--- src/rtl/mmst_pkg.sv ---
package mmst_pkg;
   localparam int unsigned ST_W  = 8;
   localparam int unsigned B_MST = 7;
   localparam int unsigned B_TRX = 6;
   localparam int unsigned B_BB  = 5;
   localparam int unsigned B_PIN = 4;
   localparam int unsigned B_AL  = 3;
   localparam int unsigned B_AAS = 2;
   localparam int unsigned B_AD0 = 1;
   localparam int unsigned B_LRB = 0;

   typedef enum logic [1:0] {
      MODE_SLV_RX = 2'b00,
      MODE_SLV_TX = 2'b01,
      MODE_MST_RX = 2'b10,
      MODE_MST_TX = 2'b11
   } mode_e;

   typedef struct packed {
      logic start;
      logic stop;
   } buscond_t;
endpackage

--- src/rtl/mmst_line_watch.sv ---
module mmst_line_watch
   import mmst_pkg::*;
#(
   parameter int unsigned FILTER_LEN = 0
) (
   input  logic     clk,
   input  logic     rst_n,
   input  logic     scl_i,
   input  logic     sda_i,
   output buscond_t cond_o,
   output logic     bb_o
);
   logic scl_f, sda_f;
   logic scl_prev, sda_prev;
   logic bb_q;

   // Optional glitch filter: a line value is accepted only once every tap agrees
   generate
      if (FILTER_LEN == 0) begin : g_direct
         assign scl_f = scl_i;
         assign sda_f = sda_i;
      end else begin : g_filter
         localparam int unsigned HW = FILTER_LEN;
         logic [HW-1:0] scl_h, sda_h;
         logic          scl_s, sda_s;
         if (HW == 1) begin : g_one
            always_ff @(posedge clk or negedge rst_n) begin
               if (!rst_n) begin
                  scl_h <= 1'b1;
                  sda_h <= 1'b1;
               end else begin
                  scl_h <= scl_i;
                  sda_h <= sda_i;
               end
            end
         end else begin : g_many
            always_ff @(posedge clk or negedge rst_n) begin
               if (!rst_n) begin
                  scl_h <= '1;
                  sda_h <= '1;
               end else begin
                  scl_h <= {scl_h[HW-2:0], scl_i};
                  sda_h <= {sda_h[HW-2:0], sda_i};
               end
            end
         end
         always_ff @(posedge clk or negedge rst_n) begin
            if (!rst_n) begin
               scl_s <= 1'b1;
               sda_s <= 1'b1;
            end else begin
               if (&scl_h)       scl_s <= 1'b1;
               else if (~|scl_h) scl_s <= 1'b0;
               if (&sda_h)       sda_s <= 1'b1;
               else if (~|sda_h) sda_s <= 1'b0;
            end
         end
         assign scl_f = scl_s;
         assign sda_f = sda_s;
      end
   endgenerate

   always_ff @(posedge clk or negedge rst_n) begin
      if (!rst_n) begin
         scl_prev <= 1'b1;
         sda_prev <= 1'b1;
      end else begin
         scl_prev <= scl_f;
         sda_prev <= sda_f;
      end
   end

   assign cond_o.start = scl_prev & scl_f &  sda_prev & ~sda_f;
   assign cond_o.stop  = scl_prev & scl_f & ~sda_prev &  sda_f;

   always_ff @(posedge clk or negedge rst_n) begin
      if (!rst_n)            bb_q <= 1'b0;
      else if (cond_o.start) bb_q <= 1'b1;
      else if (cond_o.stop)  bb_q <= 1'b0;
   end
   assign bb_o = bb_q;

   assert_start_sets_busy_R2: assert property (@(posedge clk) disable iff (!rst_n)
      cond_o.start |=> bb_o);
   assert_stop_frees_bus_R2: assert property (@(posedge clk) disable iff (!rst_n)
      cond_o.stop |=> !bb_o);
   assert_busy_needs_cond_R2: assert property (@(posedge clk) disable iff (!rst_n)
      (!cond_o.start && !cond_o.stop) |=> $stable(bb_o));
endmodule

--- src/rtl/mmst_mode_ctl.sv ---
module mmst_mode_ctl
   import mmst_pkg::*;
(
   input  logic     clk,
   input  logic     rst_n,
   input  buscond_t cond_i,
   input  logic     bb_i,
   input  logic     al_i,
   input  logic     wr_en_i,
   input  logic     wr_mst_i,
   input  logic     wr_trx_i,
   input  logic     start_req_i,
   input  logic     arb_lost_i,
   input  logic     byte_done_i,
   output logic     mst_o,
   output logic     trx_o,
   output logic     start_go_o
);
   logic mst_q, trx_q, go_q;
   logic clr_stop, clr_arb, clr_dup, mst_clr;

   assign clr_stop = cond_i.stop;
   assign clr_arb  = byte_done_i & (al_i | arb_lost_i);
   assign clr_dup  = start_req_i & bb_i;
   assign mst_clr  = clr_stop | clr_arb | clr_dup;

   always_ff @(posedge clk or negedge rst_n) begin
      if (!rst_n) begin
         mst_q <= 1'b0;
         trx_q <= 1'b0;
         go_q  <= 1'b0;
      end else begin
         if (mst_clr)      mst_q <= 1'b0;
         else if (wr_en_i) mst_q <= wr_mst_i;
         if (wr_en_i)      trx_q <= wr_trx_i;
         go_q <= start_req_i & ~bb_i;
      end
   end

   assign mst_o      = mst_q;
   assign trx_o      = trx_q;
   assign start_go_o = go_q;

   assert_stop_drops_master_R4: assert property (@(posedge clk) disable iff (!rst_n)
      cond_i.stop |=> !mst_o);
   assert_lost_byte_drops_master_R5: assert property (@(posedge clk) disable iff (!rst_n)
      (byte_done_i && (al_i || arb_lost_i)) |=> !mst_o);
   assert_dup_start_refused_R6: assert property (@(posedge clk) disable iff (!rst_n)
      (start_req_i && bb_i) |=> (!mst_o && !start_go_o));
   assert_free_start_granted_R6: assert property (@(posedge clk) disable iff (!rst_n)
      (start_req_i && !bb_i) |=> start_go_o);
   assert_grant_needs_request_R6: assert property (@(posedge clk) disable iff (!rst_n)
      !start_req_i |=> !start_go_o);
endmodule

--- src/rtl/mmst_flag_bank.sv ---
module mmst_flag_bank
   import mmst_pkg::*;
#(
   parameter logic LRB_INIT = 1'b0
) (
   input  logic     clk,
   input  logic     rst_n,
   input  buscond_t cond_i,
   input  logic     arb_lost_i,
   input  logic     addr_match_i,
   input  logic     gen_call_i,
   input  logic     byte_done_i,
   input  logic     last_bit_i,
   input  logic     wr_en_i,
   input  logic     wr_pin_i,
   output logic     al_o,
   output logic     aas_o,
   output logic     ad0_o,
   output logic     lrb_o,
   output logic     pin_o
);
   localparam int unsigned NSTICKY = 3;

   logic [NSTICKY-1:0] set_v, flag_q;
   logic               cond_clr;
   logic               lrb_q, pin_q;

   assign set_v    = {gen_call_i, addr_match_i, arb_lost_i};
   assign cond_clr = cond_i.start | cond_i.stop;

   // Sticky event flags: a set pulse wins over the START/STOP clear
   generate
      for (genvar k = 0; k < NSTICKY; k++) begin : g_sticky
         always_ff @(posedge clk or negedge rst_n) begin
            if (!rst_n)         flag_q[k] <= 1'b0;
            else if (set_v[k])  flag_q[k] <= 1'b1;
            else if (cond_clr)  flag_q[k] <= 1'b0;
         end
      end
   endgenerate

   always_ff @(posedge clk or negedge rst_n) begin
      if (!rst_n)           lrb_q <= LRB_INIT;
      else if (byte_done_i) lrb_q <= last_bit_i;
   end

   // Active-low pending bit: a new request wins over a software clear
   always_ff @(posedge clk or negedge rst_n) begin
      if (!rst_n)                     pin_q <= 1'b1;
      else if (byte_done_i)           pin_q <= 1'b0;
      else if (wr_en_i && wr_pin_i)   pin_q <= 1'b1;
   end

   assign al_o  = flag_q[0];
   assign aas_o = flag_q[1];
   assign ad0_o = flag_q[2];
   assign lrb_o = lrb_q;
   assign pin_o = pin_q;

   assert_byte_raises_request_R7: assert property (@(posedge clk) disable iff (!rst_n)
      byte_done_i |=> !pin_o);
   assert_pin_one_clears_R7: assert property (@(posedge clk) disable iff (!rst_n)
      (wr_en_i && wr_pin_i && !byte_done_i) |=> pin_o);
   assert_pin_zero_ignored_R8: assert property (@(posedge clk) disable iff (!rst_n)
      (wr_en_i && !wr_pin_i && !byte_done_i) |=> $stable(pin_o));
   assert_addr_sets_aas_R10: assert property (@(posedge clk) disable iff (!rst_n)
      addr_match_i |=> aas_o);
   assert_cond_clears_al_R10: assert property (@(posedge clk) disable iff (!rst_n)
      (cond_clr && !arb_lost_i) |=> !al_o);
   assert_lrb_capture_R11: assert property (@(posedge clk) disable iff (!rst_n)
      byte_done_i |=> (lrb_o == $past(last_bit_i)));
endmodule

--- src/rtl/mm_i2c_state_track.sv ---
module mm_i2c_state_track
   import mmst_pkg::*;
#(
   parameter int unsigned FILTER_LEN = 0,
   parameter logic        LRB_INIT   = 1'b0
) (
   input  logic            clk,
   input  logic            rst_n,
   input  logic            scl_i,
   input  logic            sda_i,
   input  logic            wr_en_i,
   input  logic [ST_W-1:0] wr_data_i,
   input  logic            start_req_i,
   input  logic            arb_lost_i,
   input  logic            byte_done_i,
   input  logic            last_bit_i,
   input  logic            addr_match_i,
   input  logic            gen_call_i,
   output logic [ST_W-1:0] status_o,
   output logic            irq_o,
   output logic            start_go_o
);
   generate
      if (FILTER_LEN > 16) begin : g_bad_filter
         $error("FILTER_LEN must not exceed 16");
      end
      if (ST_W != 8) begin : g_bad_width
         $error("status byte must be 8 bits wide");
      end
   endgenerate

   buscond_t cond;
   logic     bb, mst, trx, al, aas, ad0, lrb, pin;
   logic     ro_sink;

   mmst_line_watch #(.FILTER_LEN(FILTER_LEN)) u_line (
      .clk    (clk),
      .rst_n  (rst_n),
      .scl_i  (scl_i),
      .sda_i  (sda_i),
      .cond_o (cond),
      .bb_o   (bb)
   );

   mmst_mode_ctl u_mode (
      .clk         (clk),
      .rst_n       (rst_n),
      .cond_i      (cond),
      .bb_i        (bb),
      .al_i        (al),
      .wr_en_i     (wr_en_i),
      .wr_mst_i    (wr_data_i[B_MST]),
      .wr_trx_i    (wr_data_i[B_TRX]),
      .start_req_i (start_req_i),
      .arb_lost_i  (arb_lost_i),
      .byte_done_i (byte_done_i),
      .mst_o       (mst),
      .trx_o       (trx),
      .start_go_o  (start_go_o)
   );

   mmst_flag_bank #(.LRB_INIT(LRB_INIT)) u_flags (
      .clk          (clk),
      .rst_n        (rst_n),
      .cond_i       (cond),
      .arb_lost_i   (arb_lost_i),
      .addr_match_i (addr_match_i),
      .gen_call_i   (gen_call_i),
      .byte_done_i  (byte_done_i),
      .last_bit_i   (last_bit_i),
      .wr_en_i      (wr_en_i),
      .wr_pin_i     (wr_data_i[B_PIN]),
      .al_o         (al),
      .aas_o        (aas),
      .ad0_o        (ad0),
      .lrb_o        (lrb),
      .pin_o        (pin)
   );

   always_comb begin
      status_o        = '0;
      status_o[B_MST] = mst;
      status_o[B_TRX] = trx;
      status_o[B_BB]  = bb;
      status_o[B_PIN] = pin;
      status_o[B_AL]  = al;
      status_o[B_AAS] = aas;
      status_o[B_AD0] = ad0;
      status_o[B_LRB] = lrb;
   end

   assign irq_o = ~pin;

   // Write data in read-only positions is deliberately discarded
   assign ro_sink = ^{wr_data_i[B_BB], wr_data_i[B_AL], wr_data_i[B_AAS],
                      wr_data_i[B_AD0], wr_data_i[B_LRB]};

   assert_ro_bits_hold_R9: assert property (@(posedge clk) disable iff (!rst_n)
      (wr_en_i && !cond.start && !cond.stop && !arb_lost_i && !addr_match_i &&
       !gen_call_i && !byte_done_i)
      |=> ($stable(status_o[B_BB]) && $stable(status_o[B_AL]) && $stable(status_o[B_AAS]) &&
           $stable(status_o[B_AD0]) && $stable(status_o[B_LRB])));
   assert_mode_write_R3: assert property (@(posedge clk) disable iff (!rst_n)
      (wr_en_i && !cond.stop && !(start_req_i && bb) && !(byte_done_i && (al || arb_lost_i)))
      |=> (status_o[B_MST:B_TRX] == $past({wr_data_i[B_MST], wr_data_i[B_TRX]})));
   assert_irq_tracks_request_R7: assert property (@(posedge clk) disable iff (!rst_n)
      byte_done_i |=> irq_o);
   assert_ro_sink_known_R9: assert property (@(posedge clk) disable iff (!rst_n)
      wr_en_i |-> !$isunknown(ro_sink));
endmodule

--- config.mk ---
export PLATFORM = sky130hd
export DESIGN_NAME = mm_i2c_state_track
export DESIGN_NICKNAME = d
export VERILOG_FILES = /design/src/rtl/mmst_pkg.sv /design/src/rtl/mmst_line_watch.sv /design/src/rtl/mmst_mode_ctl.sv /design/src/rtl/mmst_flag_bank.sv /design/src/rtl/mm_i2c_state_track.sv
export SDC_FILE = /design/constraint.sdc
export NUM_CORES = 1
export LEC_CHECK = 0
export ABC_AREA = 1
export BUFFER_PORTS_ARGS = -buffer_cell sky130_fd_sc_hd__buf_2
export CORE_MARGIN = 1.5
export CORE_UTILIZATION = 32
export CTS_BUF_LIST = sky130_fd_sc_hd__clkbuf_8 sky130_fd_sc_hd__clkbuf_16
export CTS_CLUSTER_SIZE = 16
export DETAILED_ROUTE_END_ITERATION = 8
export MAX_ROUTING_LAYER = met4
export PLACE_DENSITY = 0.76
export SLEW_MARGIN = 20
export SYNTH_ARGS = -nofsm -noshare
export SYNTH_HDL_FRONTEND = slang
export SYNTH_HIERARCHICAL = 1
export SYNTH_SLANG_ARGS = --single-unit
--- constraint.sdc ---
create_clock -name clk -period 1.05 [get_ports clk]
set_clock_uncertainty 0.15 [all_clocks]
set_input_delay 0.21 -clock clk [delete_from_list [all_inputs] [get_ports clk]]
set_output_delay 0.21 -clock clk [all_outputs]
set_load 0.01 [all_outputs]
==> run metrics <==
status finished, violations left; failing checks setup timing; total wire length 902 um; area of the multi-input gates 132.6 um^2; Worst slew margin 83.51%; drt drc 0; layout cells sized above 1 48.81%; number of global-route vias before repair 400; routed vias/inst 4.090; CP required 690 ps; initial DRC count 1; Die Y 42.60 um; Avg Cell Area, Syn 8.651 um^2; synthesized area 501.7 um^2; CTS Buf Count 3; global-route wire length before repair 1545 um; leakage 0.3985 nW; metal3 WL 82 um; PD cells 1514 nW/um^2; clock-pin slew on the worst setup and hold paths 50 ps; post-synth top area cell dfrtp_1; met2 WL 421 um; Slew Limit Fails 0; critical path capture point type primary output; Final Cycle Share 121.4%; via count 409; Top Metal Used met4; Layout Nets 104; Final Hold Vio Count 0; Wirelength per Cell 9.020 um; Final ANT Viol Nets 0; Final Power 1.078 mW; Mapped Nets 77; I/O pin cnt 29; Die Wd 42.60 um; met1 wire length 384 um; #FFs+latches synth 11; largest net degree at the start of global routing 12; fillcell total 151; DIE AREA 1814 um^2; actual slew at the worst max-slew pin 247.3 ps; max_cap viols 0; EDFF count, synth 0; antenna violations before repair 0; top-area cell type share of the netlist area 39.90%; gpl congestion 0.6638; row cnt 14; synth warn 6; I/O Buffers 23; top cells by area, synth dfrtp_1 40%, dfstp_2 16%, buf_4 12%; Final setup viols 14; synth-to-layout area growth 41.90%; latest clock arrival within the worst-skew pair 240 ps; Arrival @ worst endpoint 920 ps; Top FF cell, synth dfrtp_1; Synth top cells by count 15 x nand2_1, 13 x inv_1, 8 x buf_4, 8 x dfrtp_1; clk root buf clkbuf_8; diode count 0; asr flop ratio synth 100.0%; total grt overflow 0; count leader, synth nand2_1; startpoint class of the critical path flip-flop; setup ws final -225.0 ps; Post-Route Utilization 47.82%; CTS Buffer Depth 2; register area 279.0 um^2; htree depth 1; HP Class in2reg; CTS tree built; Seq/Total Area, Yosys 55.61%; unrepaired setup endpoints after global routing yes; Post-Syn Instances 58; clock sink count 11; Max Fclk 0.7843 GHz; DR pass1 iterations 2; crit-path max FO 3; synth unique cells 11; Setup CP Type reg2out; GRT Total Usage 12.26%; fin crit period 1275 ps; Starting Density 33.70%; Max rail drop VDD 577.6 uV; core area 1489 um^2
[stage by stage]
stage	std cells	hold slack, ps	setup TNS [ps]	worst slack (ps)	cell area [um^2]
2_1_floorplan	58	-235.6	-249.1	-62.68	501.7
3_3_place_gp	89	-66.08	-387.6	-102.0	576.8
3_5_place_dp	89	-54.60	-484.5	-127.5	576.8
4_1_cts	100	5.467	-1406	-243.1	705.7
5_1_grt	100	7.319	-1868	-258.9	711.9
6_report	100	9.168	-1244	-225.0	711.9
[where the power goes]
part	switching [mW]	internal (mW)
clock	0.156	0.256
sequential	0.0165	0.465
combinational	0.0914	0.0924
total	0.264	0.814
[routing by layer]
metal  vias up  GRT usage (%)
met3         2          6.034
met1       173          12.23
met5         -              -
li1        212              -
met4         0          7.500
met2        22          19.08
[cell type report]
class | count | share of cell area (%)
multi-input cells | 26 | 18.63
inverters | 13 | 6.854
clock inverters | 1 | 0.5272
clock buffers | 3 | 5.800
well taps | 16 | 2.812
flip-flops and latches | 11 | 39.19
repair buffers | 30 | 26.19
[what timing repair did]
action,CTS,global route
cloned,0,0
pin swaps,6,2
hold buffers,5,0
buffers inserted,2,0
endpoints found under the setup margin,14,15
hold endpoints to repair,15,0
resized for setup,8,2
[worst max-delay path: stages (launching register included)]
cell and delay, ps:
dfstp_2 540, inv_2 40, buf_6 110
[final timing paths]
kind,depth (start not counted),end,slack [ps],from
setup reg to reg,6,u_mode/mst_o,-110,u_line/sda_prev
hold reg to reg,2,u_flags/ad0_o,310,u_flags/ad0_o
setup / recovery,2,irq_o,-230,u_flags/pin_o
hold / removal,3,u_flags/ad0_o,9,gen_call_i
max in group asynchronous,2,u_flags/pin_o,260,rst_n
min in group asynchronous,2,u_mode/start_go_o,220,rst_n
[cells by family after synthesis]
kind of cell | synth area share [%]
buf+inv | 21.70
simple gates | 16.21
flops | 55.61
compound gates | 6.484
[layout by cell type, fill, tap and decap left out, drive strengths merged]
master        n
o21ai         3
nor2          4
a21oi         2
dfrtp         8
clkbuf        3
nand2        15
buf          25
inv          14
dlygate4sd3   5
dfstp         3
nand3         1
o21a          1
[registers in the layout, summed over array words and instances (netlist names)]
signal             count
u_flags/ad0_o          1
u_line/sda_prev        1
u_mode/start_go_o      1
u_flags/al_o           1
u_flags/pin_o          1
u_line/bb_o            1
u_line/scl_prev        1
u_flags/lrb_o          1
u_mode/mst_o           1
u_flags/aas_o          1
u_mode/trx_o           1
Note: power is estimated with default switching activity, not from simulation.
